## config.mk

```make
export PLATFORM = sky130hd
export DESIGN_NAME = in_bank_kill_ctrl
export DESIGN_NICKNAME = d
export VERILOG_FILES = /design/src/rtl/in_bank_kill_pkg.sv /design/src/rtl/bank_ring.sv /design/src/rtl/kill_arbiter.sv /design/src/rtl/irq_enable.sv /design/src/rtl/in_bank_kill_ctrl.sv
export SDC_FILE = /design/constraint.sdc
export NUM_CORES = 1
export LEC_CHECK = 0
export ABC_AREA = 0
export BUFFER_PORTS_ARGS = -buffer_cell sky130_fd_sc_hd__buf_4
export CORE_AREA = 2 2 39 41
export DETAILED_ROUTE_END_ITERATION = 16
export DIE_AREA = 0 0 41 43
export SYNTH_ARGS = -nofsm -noshare
export SYNTH_HDL_FRONTEND = slang
export SYNTH_SLANG_ARGS = --single-unit
export TNS_END_PERCENT = 1
```

## constraint.sdc

```tcl
create_clock -name clk -period 3.5 [get_ports clk]
set_input_delay 0.7 -clock clk [delete_from_list [all_inputs] [get_ports clk]]
set_output_delay 0.7 -clock clk [all_outputs]
set_load 0.01 [all_outputs]
```

## src/rtl/in_bank_kill_pkg.sv

```systemverilog
package in_bank_kill_pkg;
  typedef struct packed {
    logic drop;
    logic done;
  } kill_res_t;

  function automatic int idx_width(input int n);
    return (n > 1) ? $clog2(n) : 1;
  endfunction
endpackage

```

## src/rtl/bank_ring.sv

```systemverilog
module bank_ring #(
  parameter int NUM_BANKS = 3,
  parameter int CNT_W     = 2,
  parameter int IDX_W     = 2
) (
  input  logic             clk,
  input  logic             rst_n,
  input  logic             push,
  input  logic             drop,
  input  logic             in_token,
  input  logic             pkt_sent,
  output logic [CNT_W-1:0] cnt,
  output logic             sending,
  output logic [IDX_W-1:0] rd_idx,
  output logic             tok_take,
  output logic             sent_ev
);
  localparam logic [IDX_W-1:0] LAST_IDX = IDX_W'(NUM_BANKS - 1);

  assign tok_take = in_token && !sending && (cnt != '0);
  assign sent_ev  = pkt_sent && sending;

  always_ff @(posedge clk or negedge rst_n) begin
    if (!rst_n) begin
      cnt     <= '0;
      sending <= 1'b0;
      rd_idx  <= '0;
    end else begin
      cnt <= cnt + CNT_W'(push) - CNT_W'(sent_ev) - CNT_W'(drop);
      if (sent_ev) begin
        sending <= 1'b0;
        rd_idx  <= (rd_idx == LAST_IDX) ? '0 : rd_idx + 1'b1;
      end else if (tok_take) begin
        sending <= 1'b1;
      end
    end
  end
endmodule

```

## src/rtl/kill_arbiter.sv

```systemverilog
module kill_arbiter #(
  parameter int CNT_W = 2
) (
  input  logic                          pend,
  input  logic [CNT_W-1:0]              cnt,
  input  logic                          sending,
  input  logic                          tok_take,
  input  logic                          sent_ev,
  output in_bank_kill_pkg::kill_res_t   res
);
  logic newest_in_flight;

  assign newest_in_flight = (cnt == CNT_W'(1)) && (sending || tok_take);

  always_comb begin
    res = '0;
    if (pend) begin
      if (cnt == '0) begin
        res.done = 1'b1;
      end else if (newest_in_flight) begin
        res.done = sent_ev;
      end else begin
        res.drop = 1'b1;
        res.done = 1'b1;
      end
    end
  end
endmodule

```

## src/rtl/irq_enable.sv

```systemverilog
module irq_enable (
  input  logic clk,
  input  logic rst_n,
  input  logic set_stb,
  input  logic clr_stb,
  input  logic busy,
  output logic en,
  output logic irq
);
  always_ff @(posedge clk or negedge rst_n) begin
    if (!rst_n)       en <= 1'b0;
    else if (clr_stb) en <= 1'b0;
    else if (set_stb) en <= 1'b1;
  end

  assign irq = en && busy;
endmodule

```

## src/rtl/in_bank_kill_ctrl.sv

```systemverilog
module in_bank_kill_ctrl #(
  parameter int NUM_BANKS = 3,
  localparam int CNT_W = $clog2(NUM_BANKS + 1),
  localparam int IDX_W = in_bank_kill_pkg::idx_width(NUM_BANKS)
) (
  input  logic             clk,
  input  logic             rst_n,
  input  logic             wr_valid,
  output logic             wr_ready,
  input  logic             in_token,
  input  logic             pkt_sent,
  input  logic             kill_set,
  input  logic             ien_set,
  input  logic             ien_clr,
  output logic [CNT_W-1:0] busy_cnt,
  output logic             kill_pend,
  output logic             tx_active,
  output logic [IDX_W-1:0] tx_bank,
  output logic             ien,
  output logic             busy_irq
);
  in_bank_kill_pkg::kill_res_t res;
  logic tok_take, sent_ev, push;

  assign wr_ready = (busy_cnt < CNT_W'(NUM_BANKS)) && !kill_pend;
  assign push     = wr_valid && wr_ready;

  bank_ring #(.NUM_BANKS(NUM_BANKS), .CNT_W(CNT_W), .IDX_W(IDX_W)) ring_i (
    .clk(clk), .rst_n(rst_n), .push(push), .drop(res.drop),
    .in_token(in_token), .pkt_sent(pkt_sent), .cnt(busy_cnt),
    .sending(tx_active), .rd_idx(tx_bank), .tok_take(tok_take),
    .sent_ev(sent_ev)
  );

  kill_arbiter #(.CNT_W(CNT_W)) arb_i (
    .pend(kill_pend), .cnt(busy_cnt), .sending(tx_active),
    .tok_take(tok_take), .sent_ev(sent_ev), .res(res)
  );

  always_ff @(posedge clk or negedge rst_n) begin
    if (!rst_n)                     kill_pend <= 1'b0;
    else if (res.done)              kill_pend <= 1'b0;
    else if (kill_set && !kill_pend) kill_pend <= 1'b1;
  end

  irq_enable ien_i (
    .clk(clk), .rst_n(rst_n), .set_stb(ien_set), .clr_stb(ien_clr),
    .busy(busy_cnt != '0), .en(ien), .irq(busy_irq)
  );
endmodule

```

-- Word level (Yosys, flattened, before mapping)
Cells that the tools add are included.
Widths: inputs -> output; s select.
- flip-flop bits (word level): 7
- bits in latches: 0
- memory bits (writable): 0
- memory bits (read-only): 0
- bits of input ports: 8
- output and inout port bits: 9
- word-level logic and storage cells: 40
- memories: 0
- add/subtract/negate cells: 4
- multipliers: 0
- div/mod/pow operators: 0
- order comparisons: 1
- equal/unequal tests: 2
- shifts and indexed selects: 0
- muxes and demuxes: 12
- bitwise logic cells: 0
- reductions and logical operators: 16
- operators by type and width (kind ; count):
    $mux 1 ; 10
    $logic_and 1x1->1 ; 8
    $reduce_bool 2->1 ; 4
    $mux 2 ; 2
    $sub 2x1->2 ; 2
    $add 2x1->2 ; 1
    $add 2x1->2 const B ; 1
    $eq 2x1->1 const B ; 1
    $eq 2x2->1 const B ; 1
    $logic_not 1->1 ; 2
    $logic_not 2->1 ; 1
    $lt 2x2->1 const B ; 1
    $logic_or 1x1->1 ; 1

-- Logic depth before layout (Yosys ltp)
Gate-level depths: netlist (run 1).
- depth after elaboration: 9
- gate-level depth with buffers: 7
- gate-level depth less buffers: 7

-- By module
Synthesis (run 1) repeated with hierarchy kept, for this count alone.
- cell total of the unflattened synthesis: 33
- area, all modules: 370.4 µm²
- modules (own cells, without submodules) (module ; times used ; cells each ; area an instance (µm²) ; sequential area each (µm²)):
    bank_ring ; 1 ; 19 ; 241.5 ; 125.1
    in_bank_kill_ctrl ; 1 ; 6 ; 53.8 ; 25.0
    irq_enable ; 1 ; 3 ; 41.3 ; 25.0
    kill_arbiter ; 1 ; 5 ; 33.8 ; 0.0

-- Worst setup path before layout (run 1)
Ideal clock, no wire load.
- path type: input to register
- start: in in_token
- end: reg ring_i.cnt[1]
- setup time: 0.130 ns
- data arrival time: 1.860 ns
- required time: 3.370 ns
- setup slack: 1.510 ns
- stages: 7
- path buffers: 0
- cell sequence: nor3b_1 > o21a_1 > fa_1 > inv_1 > ha_1 > xnor2_1 > xnor2_1
- word-level cells in the longest chain between the ends: 8
- ends and longest elaborated chain (element ; RTL line ; source):
    start: declaration ; in_bank_kill_ctrl.sv:10 ; input logic in_token,
    $logic_and 1x1->1 (2 in a row) ; bank_ring.sv:20 ; assign tok_take = in_token && !sending && (cnt != '0);
    $logic_or 1x1->1 ; kill_arbiter.sv:13 ; assign newest_in_flight = (cnt == CNT_W'(1)) && (sending || tok_take);
    $logic_and 1x1->1 ; kill_arbiter.sv:13 ;
    $mux 1 ; kill_arbiter.sv:20 ; end else if (newest_in_flight) begin
    $mux 1 ; kill_arbiter.sv:18 ; if (cnt == '0) begin
    $mux 2 ; kill_arbiter.sv:17 ; if (pend) begin
    $sub 2x1->2 ; bank_ring.sv:29 ; cnt <= cnt + CNT_W'(push) - CNT_W'(sent_ev) - CNT_W'(drop);
    end signal: assignment ; bank_ring.sv:29 ;
    end: declaration ; bank_ring.sv:12 ; output logic [CNT_W-1:0] cnt,
No other way between the ends.
A chain may end at the register's enable or synchronous reset.

-- Worst setup path after layout (run 1)
- start: reg ring_i.cnt[0]
- end: reg ring_i.cnt[1]
- word-level cells in the longest chain between the ends: 8
- ends and longest elaborated chain (element ; RTL line):
    branches (longest 7 deep; another with $lt 2x2->1) ; --
    $sub 2x1->2 * ; bank_ring.sv:29
Mark *: on every way between the ends.

==> results.md, run 1 <==
- Unique masters post-synth: 17
- Final Util: about 38%
- Max-cap viol count: 0
- CP Launch Type: flop
- Die Y: between 40 and 50 µm
- Worst slew pin tran: 0.2577 ns
- LEAKAGE: 0.2499 nW
- VDD IR-drop max: roughly 0.42 mV
- Routed vias: 306
- Maximum clock rate: between 500 and 600 MHz
- Worst Path Max Fanout: 7
- Worst R2R Setup Slack: about 1.6 ns
- Reg2Reg Capture Point: ring_i.cnt[1]
- # nets final: 61
- Detailed Routing Iterations Pass 1: 2
- Post_cts resized: 0
- DRT iter0 DRCs: 1
- # setup viols final: 0
- Ports: 17
- Synthesized area per cell: approximately 12 µm²
- Yosys Warn Count: 0
- Dpl hpwl: 573.4 µm
- Area growth syn-to-layout: 47.00%
- Starting Density: about 26%
- Worst-path cell with the longest stage delay: fa_1
- Global route total overflow: 0
- Total GRT Usage: a little under an eighth
- Max_slew headroom: 82.82%
- Critical Path Max Stage Delay: slightly above 0.5 ns
- # rows: 14
- Worst-path cell chain: nor3b_1 -> o21a_1 -> fa_1 -> inv_1 -> ha_1 -> xnor2_1 -> xnor2_1
- Synth Net Count: 40
- Largest delay share family, worst path: adder cells
- Placeable Area: ~1400 µm²
- Outcome: finished, final reports clean
- Flops & latches, synth: 7
- Antenna violations before repair: 0
- RSZ-0062 raised after global routing: no
- Worst setup path startpoint: ring_i.cnt[0]
- Port bufs: 16
- Cell count along the critical path: 7
- GP Congestion: roughly 0.67
- First-pass GRT wire length: 1276 µm
- Crit Path Category: reg -> reg
- Largest net degree at the start of global routing: 8
- Setup TNS: 0 ns
- Final hold vios: 0
- Clock root cell: clkbuf_4
- Post-route ant nets: 0
- Share of cells above drive strength 1: about two fifths
- Hold Path Class: in -> async
- Die Span X: just over 40 µm
- Worst setup endpoint: ring_i.cnt[1]
- Power per cell area: 830.6 nW/µm²
- Clock tree sinks: 7
- Most common cell after layout, fill and taps aside: buf_4
- Vias/cell: approximately 4.6
- Die Area: 1763 µm²
- Worst EP required: between 3 and 4 ns
- Cells after synthesis: 30
- Num CTS Buffers: 3
- ANT cells: 0
- Later-pin clock latency in the skew report: ~0.26 ns
- Crit-path most repeated cell: xnor2_1
- Drt wl/cell: roughly 11 µm
- Clk_skew: between 0.003 and 0.004 ns
- Tcrit/Tclk final: a little over half
- Clock transition at path regs: ~0.050 ns
- CP arrival: between 2 and 2.5 ns
- R2R Path Start: ring_i.cnt[0]
- Slew Limit Fails: 0
- Capturing element type of the critical path: flop
- Clock Tree Buf Depth: 2
- CTS tree: built
- CTS Hold Bufs: 0
- # H-tree levels: 1
- Drc violations: 0
- Total wire length: roughly 720 µm
- Synth Cell Area: between 300 and 400 µm²
- Buf+Inv Stages, Crit Path: 1
- Most frequent cells in the layout: buf_4, dfrtp_1, inv_1, clkbuf_4
- Worst reg2reg path depth: 7
- Post CTS Setup Buffer Count: 0
- Vias in the first global route: roughly 310
- Tmin final: around 1.9 ns
- Sequential-to-total area share from yosys stat: between 40% and 50%
worst register-to-register path, stage by stage (launching register included):
cell,delay [ns]
dfrtp_1,0.44
nor3b_1,0.17
o21a_1,0.19
fa_1,0.51
inv_1,0.04
ha_1,0.18
xnor2_1,0.13
xnor2_1,0.12
worst min path at each step:
| stage | cells past startpoint | to | slack (ns) |
|---|---|---|---|
| CTS | 1 | ring_i.rd_idx[0] | 0.24 |
| global placement | 2 | ien_i.en | 0.50 |
| global route | 1 | ring_i.rd_idx[1] | 0.23 |
| finish | 1 | ring_i.rd_idx[0] | 0.24 |
| detailed placement | 1 | ring_i.rd_idx[0] | 0.51 |
| floorplan | 0 | ien_i.en | 0.40 |
cells in the mapped netlist (all sizes together):
cell type	n	area, µm²
dfrtp	7	175.2
mux2i	2	20.02
inv	3	11.26
nand3b	1	7.510
nor3b	1	7.510
o32ai	1	16.27
and2	1	8.760
o211ai	1	7.510
ha	1	12.51
o21ai	2	10.01
nor2	2	7.510
o21a	2	15.01
xnor2	2	17.52
nand2	1	3.750
a21oi	1	5.000
nand4b	1	8.760
fa	1	20.02
metal layers:
metal | part of all wire (%) | vias to the layer above | track usage (%)
met3 | 12 | 2 | 9.424
met5 | 0 | - | 0
met4 | 1.5 | 0 | 6.000
met1 | 40 | 143 | 13.82
met2 | 46 | 16 | 14.37
li1 | - | 145 | -
flip-flops by register name (all words and copies together), names as in the netlist:
register / cells
ring_i.rd_idx: 2
ien_i.en: 1
ring_i.cnt: 2
kill_pend: 1
ring_i.sending: 1
through the flow:
step / setup WS (ns) / power [mW] / hold slack (ns) / std cells / instance area, µm²
after detailed placement: 1.364 / 0.3619 / 0.5060 / 62 / 494.2
after CTS: 1.584 / 0.4406 / 0.2392 / 66 / 520.5
final: 1.596 / 0.4323 / 0.2441 / 66 / 520.5
after global routing: 1.407 / 0.4798 / 0.2310 / 66 / 520.5
after global placement: 1.366 / 0.3590 / 0.4986 / 62 / 494.2
after floorplan: 1.510 / 0.2701 / 0.4044 / 30 / 354.1
cell type report:
cell class | instances | area, µm²
well taps | 16 | 20.02
multi-input cells | 20 | 167.7
clock buffers | 4 | 26.28
repair buffers | 16 | 120.1
inverters | 3 | 11.26
flip-flops and latches | 7 | 175.2
fillers | 139 | 863.3
report_power, final:
group / total, mW / switching, mW / internal, mW
Combinational: 0.195 / 0.0806 / 0.115
Sequential: 0.162 / 0.0478 / 0.114
Clock: 0.0748 / 0.0312 / 0.0436
Total: 0.432 / 0.160 / 0.273
cells by family after synthesis:
family                   after synthesis  synth area share (%)
flip-flops                             7                 49.47
adder cells (fa/ha/maj)                2                 9.187
multiplexers                           2                 5.654
AND/OR/NAND/NOR                        7                 12.37
AO/OA/AOI/OAI                          7                 15.19
buffers and inverters                  3                 3.180
XOR/XNOR                               2                 4.948
No activity file was read; power rests on OpenSTA's default activity.
==> inputs of run 2 (changes only) <==
--- a/config.mk
+++ b/config.mk
@@ -5,7 +5,7 @@
 export SDC_FILE = /design/constraint.sdc
 export NUM_CORES = 1
 export LEC_CHECK = 0
-export ABC_AREA = 0
+export ABC_AREA = 1
 export BUFFER_PORTS_ARGS = -buffer_cell sky130_fd_sc_hd__buf_4
 export CORE_AREA = 2 2 39 41
 export DETAILED_ROUTE_END_ITERATION = 16
==> constraint.sdc (replaced) <==
create_clock -name clk -period 1.9 [get_ports clk]
set_input_delay 0.38 -clock clk [delete_from_list [all_inputs] [get_ports clk]]
set_output_delay 0.38 -clock clk [all_outputs]
set_load 0.01 [all_outputs]
==> run 2 against run 1 <==
Effect of this change: global-route usage is 0.92 points higher; highest routed layer unchanged; setup slack worse by 1.4 ns; cell area is 6.2% higher; critical path depth is 2 higher; area after synthesis is 3.9% higher; sequential share of layout area is 1.8 points lower; worst hold slack better by 0.027 ns.
==> results.md, run 2 <==
- Worst reg2reg path depth: 9
- Post-synth EDFFs: 0
- Share of cells above drive strength 1: approximately a third
- Total GRT Usage: around an eighth
- Placeable Area: roughly 1400 µm²
- Ports: 17
- Tcrit/Tclk final: slightly above 90%
- RSZ-0062 raised after global routing: no
- Drt wl/cell: ~10 µm
- Tmin final: 1.752 ns
- Clock Tree Buf Depth: 2
- Area growth syn-to-layout: 50.34%
- Later-pin clock latency in the skew report: ~0.25 ns
- GP Congestion: ~0.76
- Drc violations: 0
- Vias/cell: between 4 and 5
- Reg2Reg Capture Point: ring_i.cnt[1]
- Flops & latches, synth: 7
- Capturing element type of the critical path: flop
- Post-synthesis xor/xnor area fraction: 0%
- CTS tree: built
- Maximum clock rate: roughly 570 MHz
- Post-Place Setup Slack: between 0.1 and 0.15 ns
- LEAKAGE: 0.3026 nW
- Die Y: ~43 µm
- Max_slew headroom: a little under nine tenths
- Unique masters post-synth: 14
- Mux cell area share after synthesis: 0%
- Synth Area in Adders: 8.844%
- Die Area: between 1500 and 2000 µm²
- # H-tree levels: 1
- Simple-Gate Fraction of Synth Area: 27.55%
- Worst hold slack: 0.2715 ns
- VDD IR-drop max: 0.6218 mV
- Post-route ant nets: 0
- Clock root cell: clkbuf_4
- Async S/R FF share, synth: between 90% and 100%
- Dpl hpwl: 656.2 µm
- Most common cell after layout, fill and taps aside: buf_4
- Clock transition at path regs: ~0.05 ns
- Clock tree sinks: 7
- Worst setup endpoint: ring_i.cnt[1]
- CP Launch Type: flop
- Total wire length: roughly 840 µm
- Synthesized area per cell: slightly below 8 µm²
- Num CTS Buffers: 3
- Routed vias: roughly 360
- Worst Path Max Fanout: 6
- # setup viols final: 0
- Worst R2R Setup Slack: 0.15 ns
- Vias in the first global route: 311
- Synth top cells by count: nand2_1, dfrtp_1, inv_1
- Worst EP required: just over 2 ns
- Final hold vios: 0
- Port bufs: 16
- Max-cap viol count: 0
- Sequential-to-total area share from yosys stat: between 40% and 50%
- Cells after synthesis: 47
- Detailed Routing Iterations Pass 1: 4
- Setup TNS: 0 ns
- Complex-gate fraction of the synthesized area: 8.844%
- Largest net degree at the start of global routing: 8
- Die Span X: ~40 µm
- Outcome: finished, final reports clean
- Power per cell area: around 1600 nW/µm²
- DRT iter0 DRCs: 5
- Antenna violations before repair: 0
- Top Registers: ring_i.cnt x2, ring_i.rd_idx x2
- R2R Path Start: ring_i.cnt[1]
- Global route total overflow: 0
- Synth area leaders: dfrtp_1, nand2_1, inv_1
- Worst slew pin tran: around 0.21 ns
- CP arrival: between 1.5 and 2 ns
- Clk_skew: around 0.0042 ns
- Dominant synthesized flop cell: dfrtp_1
- Synth Cell Area: between 300 and 400 µm²
- Yosys top cell area share: between 40% and 50%
- Yosys Warn Count: 0
- Most frequent cells in the layout: buf_4, nand2_1, inv_1, nor2_1, dfrtp_1
- Crit Path Category: reg -> reg
- # nets final: 80
- Setup ws final: between 0.1 and 0.15 ns
- First-pass GRT wire length: about 1400 µm
- Hold Path Class: in -> reg
- Fillcell total: around 150
- Largest family of logic cells by synthesized area: simple AND/OR/NAND/NOR gates
- Worst setup path startpoint: ring_i.cnt[1]
- # rows: 14
- Slew Limit Fails: 0
- Synth Net Count: 57
- ANT cells: 0
- Starting Density: 26.58%
- Largest area contributor in the netlist: dfrtp_1
- Most common cell in the netlist: nand2_1
run 2: cell types whose count changed after synthesis, moves of 2 or more:
cell     before  now
xnor2_1       2    0
nand2_1       1   15
nor2_1        2    6
mux2i_1       2    0
inv_1         3    7
run 2: worst min path at each step:
stage            start              to  slack, ns  cells past startpoint
3_5_place_dp     rst_n       kill_pend       0.20                      1
5_1_grt        ien_clr        ien_i.en       0.27                      2
4_1_cts        ien_clr        ien_i.en       0.26                      2
2_1_floorplan    rst_n        ien_i.en       0.08                      0
3_3_place_gp     rst_n  ring_i.sending       0.20                      1
6_report       ien_clr        ien_i.en       0.27                      2
run 2: report_power, final:
part | leakage (nW) | total (mW) | internal (mW) | switching (mW)
registers | 0.0846 | 0.296 | 0.216 | 0.0809
clock network | 0.0150 | 0.138 | 0.0803 | 0.0572
logic | 0.203 | 0.454 | 0.223 | 0.231
total | 0.303 | 0.888 | 0.518 | 0.369
run 2: kinds of logic after synthesis:
kind of cell	Yosys count
buf+inv	7
fa+ha+maj	2
flops	7
compound gates	6
simple gates	25
run 2: repair_timing:
action,CTS,global route
hold buffers,1,0
buffers inserted,0,1
resized for setup,0,1
hold endpoints to repair,7,0
setup endpoints to repair,0,1
run 2: per-layer routing:
metal  GRT usage, %  wire [µm]  up-vias
li1               -          -      189
met1          15.18        351      157
met2          16.88        416       13
met3          9.424         61        2
met4          4.000          9        0
met5              0          0        -
run 2: critical path: stages, from the launching register on:
cell,delay (ns)
dfrtp_2,0.43
inv_1,0.08
nand2_1,0.06
nor2_2,0.10
nor2_1,0.07
fa_1,0.53
inv_1,0.05
ha_1,0.18
nand3_1,0.08
nand2_1,0.05
run 2: area by class of cell:
cell class                 count  area [µm²]  share of cell area, %
multi-input combinational     33       166.4                  30.09
clock buffer                   4       26.28                  4.751
timing repair buffer          18       137.6                  24.89
tap                           16       20.02                  3.620
sequential                     7       176.4                  31.90
inverter                       7       26.28                  4.751
run 2: through the flow:
| step | instances | instance area [µm²] | util, % | power [mW] |
|---|---|---|---|---|
| after global routing | 85 | 553.0 | 39.96 | 0.9892 |
| final | 85 | 553.0 | 39.96 | 0.8876 |
| after CTS | 84 | 544.3 | 39.33 | 0.8869 |
| after global placement | 79 | 508.0 | 36.71 | 0.7184 |
| after floorplan | 47 | 367.9 | - | 0.5396 |
| after detailed placement | 79 | 508.0 | 36.71 | 0.7385 |
==> inputs of run 3 (changes only) <==
--- a/config.mk
+++ b/config.mk
@@ -5,7 +5,6 @@
 export SDC_FILE = /design/constraint.sdc
 export NUM_CORES = 1
 export LEC_CHECK = 0
-export ABC_AREA = 1
 export BUFFER_PORTS_ARGS = -buffer_cell sky130_fd_sc_hd__buf_4
 export CORE_AREA = 2 2 39 41
 export DETAILED_ROUTE_END_ITERATION = 16
@@ -13,4 +12,3 @@
 export SYNTH_ARGS = -nofsm -noshare
 export SYNTH_HDL_FRONTEND = slang
 export SYNTH_SLANG_ARGS = --single-unit
-export TNS_END_PERCENT = 1
==> run 3 against run 2 <==
Effect of this change: final cell count decreased by 16%; clock power down 5%; core utilization up 2.0 points; sequential share of layout area decreased by 1.7 points; via count shrank 17%; wire length shrank 12%; power grew 1.2%; register-to-register slack worse by 0.08 ns; sequential power is 6% lower.
==> results.md, run 3 (same netlist as run 1, synthesis figures left out) <==
- Outcome: finished, final reports clean
- Seq pwr share: a little under a third
- Setup ws final: around 0.071 ns
- Slew Limit Fails: 0
- Area growth syn-to-layout: 63.96%
- Vias/cell: about 4.2
- Die Area: between 1500 and 2000 µm²
- Die Span X: ~41 µm
- Crit Path Category: reg -> reg
- Sw frac: 35.94%
- CP Launch Type: flop
- Worst Path Max Fanout: 4
- Clk_skew: roughly 0.0046 ns
- Max_slew headroom: between 80% and 90%
- First-pass GRT wire length: ~1300 µm
- Power per cell area: ~1500 nW/µm²
- Drt wl/cell: roughly 10 µm
- Clock transition at path regs: roughly 0.050 ns
- # nets final: 66
- Tmin final: between 1.5 and 2 ns
- Power, Total: about 0.90 mW
- Antenna violations before repair: 0
- Maximum clock rate: 546.7 MHz
- Post-Place Setup Slack: roughly 0.052 ns
- LEAKAGE: about 0.28 nW
- Final Cell Area: between 500 and 600 µm²
- CTS tree: built
- Final Util: between 40% and 50%
- Die Y: 43 µm
- Total GRT Usage: between 10% and 20%
- # rows: 14
- VDD IR-drop max: ~0.62 mV
- Final hold vios: 0
- Largest net degree at the start of global routing: 8
- Gate power share: between 50% and 60%
- Hold Path Class: in -> reg
- Capturing element type of the critical path: flop
- Num CTS Buffers: 3
- Global route total overflow: 0
- Top Registers: ring_i.cnt x2, ring_i.rd_idx x2
- Placed cell count: 65
- # H-tree levels: 1
- Fin cells: 71
- Worst slew pin tran: 0.2063 ns
- Detailed Routing Iterations Pass 1: 2
- DRT iter0 DRCs: 5
- Total wire length: 735 µm
- Worst R2R Setup Slack: about 0.071 ns
- Fillcell total: 133
- Vias in the first global route: 300
- Routed vias: between 300 and 400
- Drc violations: 0
- CP arrival: around 2.0 ns
- Worst-path cell chain: nor3b_2 -> o21a_1 -> fa_1 -> inv_1 -> ha_2 -> xnor2_2 -> xnor2_1
- Post-route ant nets: 0
- Clock tree sinks: 7
- Dpl hpwl: between 600 and 700 µm
- Most common cell after layout, fill and taps aside: buf_4
- Share of cells above drive strength 1: a little over half
- Ports: 17
- # setup viols final: 0
- GP Congestion: ~0.63
- Clock root cell: clkbuf_4
- RSZ-0062 raised after global routing: yes
- Clock Tree Buf Depth: 2
- Psw: ~0.32 mW
- Worst EP required: 2.02 ns
- Starting Density: roughly 26%
- Max-cap viol count: 0
- Clk network pwr share: 14.5%
- Critical Path Max Stage Delay: around 0.48 ns
- Post-Place Cell Area: between 500 and 600 µm²
- ANT cells: 0
- Tcrit/Tclk final: a little over nine tenths
- Worst-path cell with the longest stage delay: fa_1
- Placeable Area: 1384 µm²
- Port bufs: 16
- Later-pin clock latency in the skew report: between 0.2 and 0.3 ns
- Most frequent cells in the layout: buf_4, dfrtp_1, inv_1, clkbuf_4
- P_int: 0.5751 mW
[run 3: area by class of cell]
class	instances	area (µm²)	share of cell area, %
Sequential cell	7	175.2	30.17
Inverter	3	11.26	1.940
Multi-Input combinational cell	20	186.4	32.11
Clock buffer	3	22.52	3.879
Timing Repair Buffer	21	160.2	27.59
Tap cell	16	20.02	3.448
Clock inverter	1	5.005	0.8621
[run 3: layer usage]
metal / track usage [%] / up-vias / routed length, µm
li1: - / 157 / -
met1: 17.55 / 129 / 351
met2: 12.81 / 13 / 312
met3: 3.141 / 2 / 51
met4: 10.00 / 0 / 19
met5: 0 / - / 0
[run 3: worst paths after layout]
kind                       cells past startpoint        startpoint               end
max reg2reg                                    7     ring_i.cnt[0]     ring_i.cnt[1]
min reg2reg                                    1  ring_i.rd_idx[0]  ring_i.rd_idx[0]
min in group asynchronous                      2             rst_n  ring_i.rd_idx[0]
max in group asynchronous                      2             rst_n     ring_i.cnt[0]
min                                            2           ien_clr          ien_i.en
max                                            7     ring_i.cnt[0]     ring_i.cnt[1]
[run 3: critical path: cells and delay by family (launching register included)]
family,cells,cell delay (ns)
AOI/OAI and AO/OA,1,0.17
xor gates and xnor gates,2,0.26
adders and majority gates,2,0.65
buffers and inverters,1,0.05
DFF,1,0.41
and+or+nand+nor,1,0.17
[run 3: power groups by stage]
stage | Combinational, mW | Sequential (mW) | Clock (mW)
6_report | 0.488 | 0.279 | 0.131
5_1_grt | 0.544 | 0.291 | 0.153
4_1_cts | 0.451 | 0.278 | 0.136
3_5_place_dp | 0.445 | 0.281 | 0
3_3_place_gp | 0.436 | 0.280 | 0
2_1_floorplan | 0.190 | 0.316 | 0
[run 3: what timing repair did]
action	4_1_cts	5_1_grt
setup buffers	0	1
hold buffers	1	0
hold endpoints to repair	7	0
setup endpoints to repair	0	1
gates resized for setup	0	3
[run 3: through the flow]
step           hold WS, ns  TNS [ns]
2_1_floorplan      0.08441         0
3_3_place_gp        0.1947         0
3_5_place_dp        0.1951         0
4_1_cts             0.2663         0
5_1_grt             0.2703  -0.03472
6_report            0.2737         0
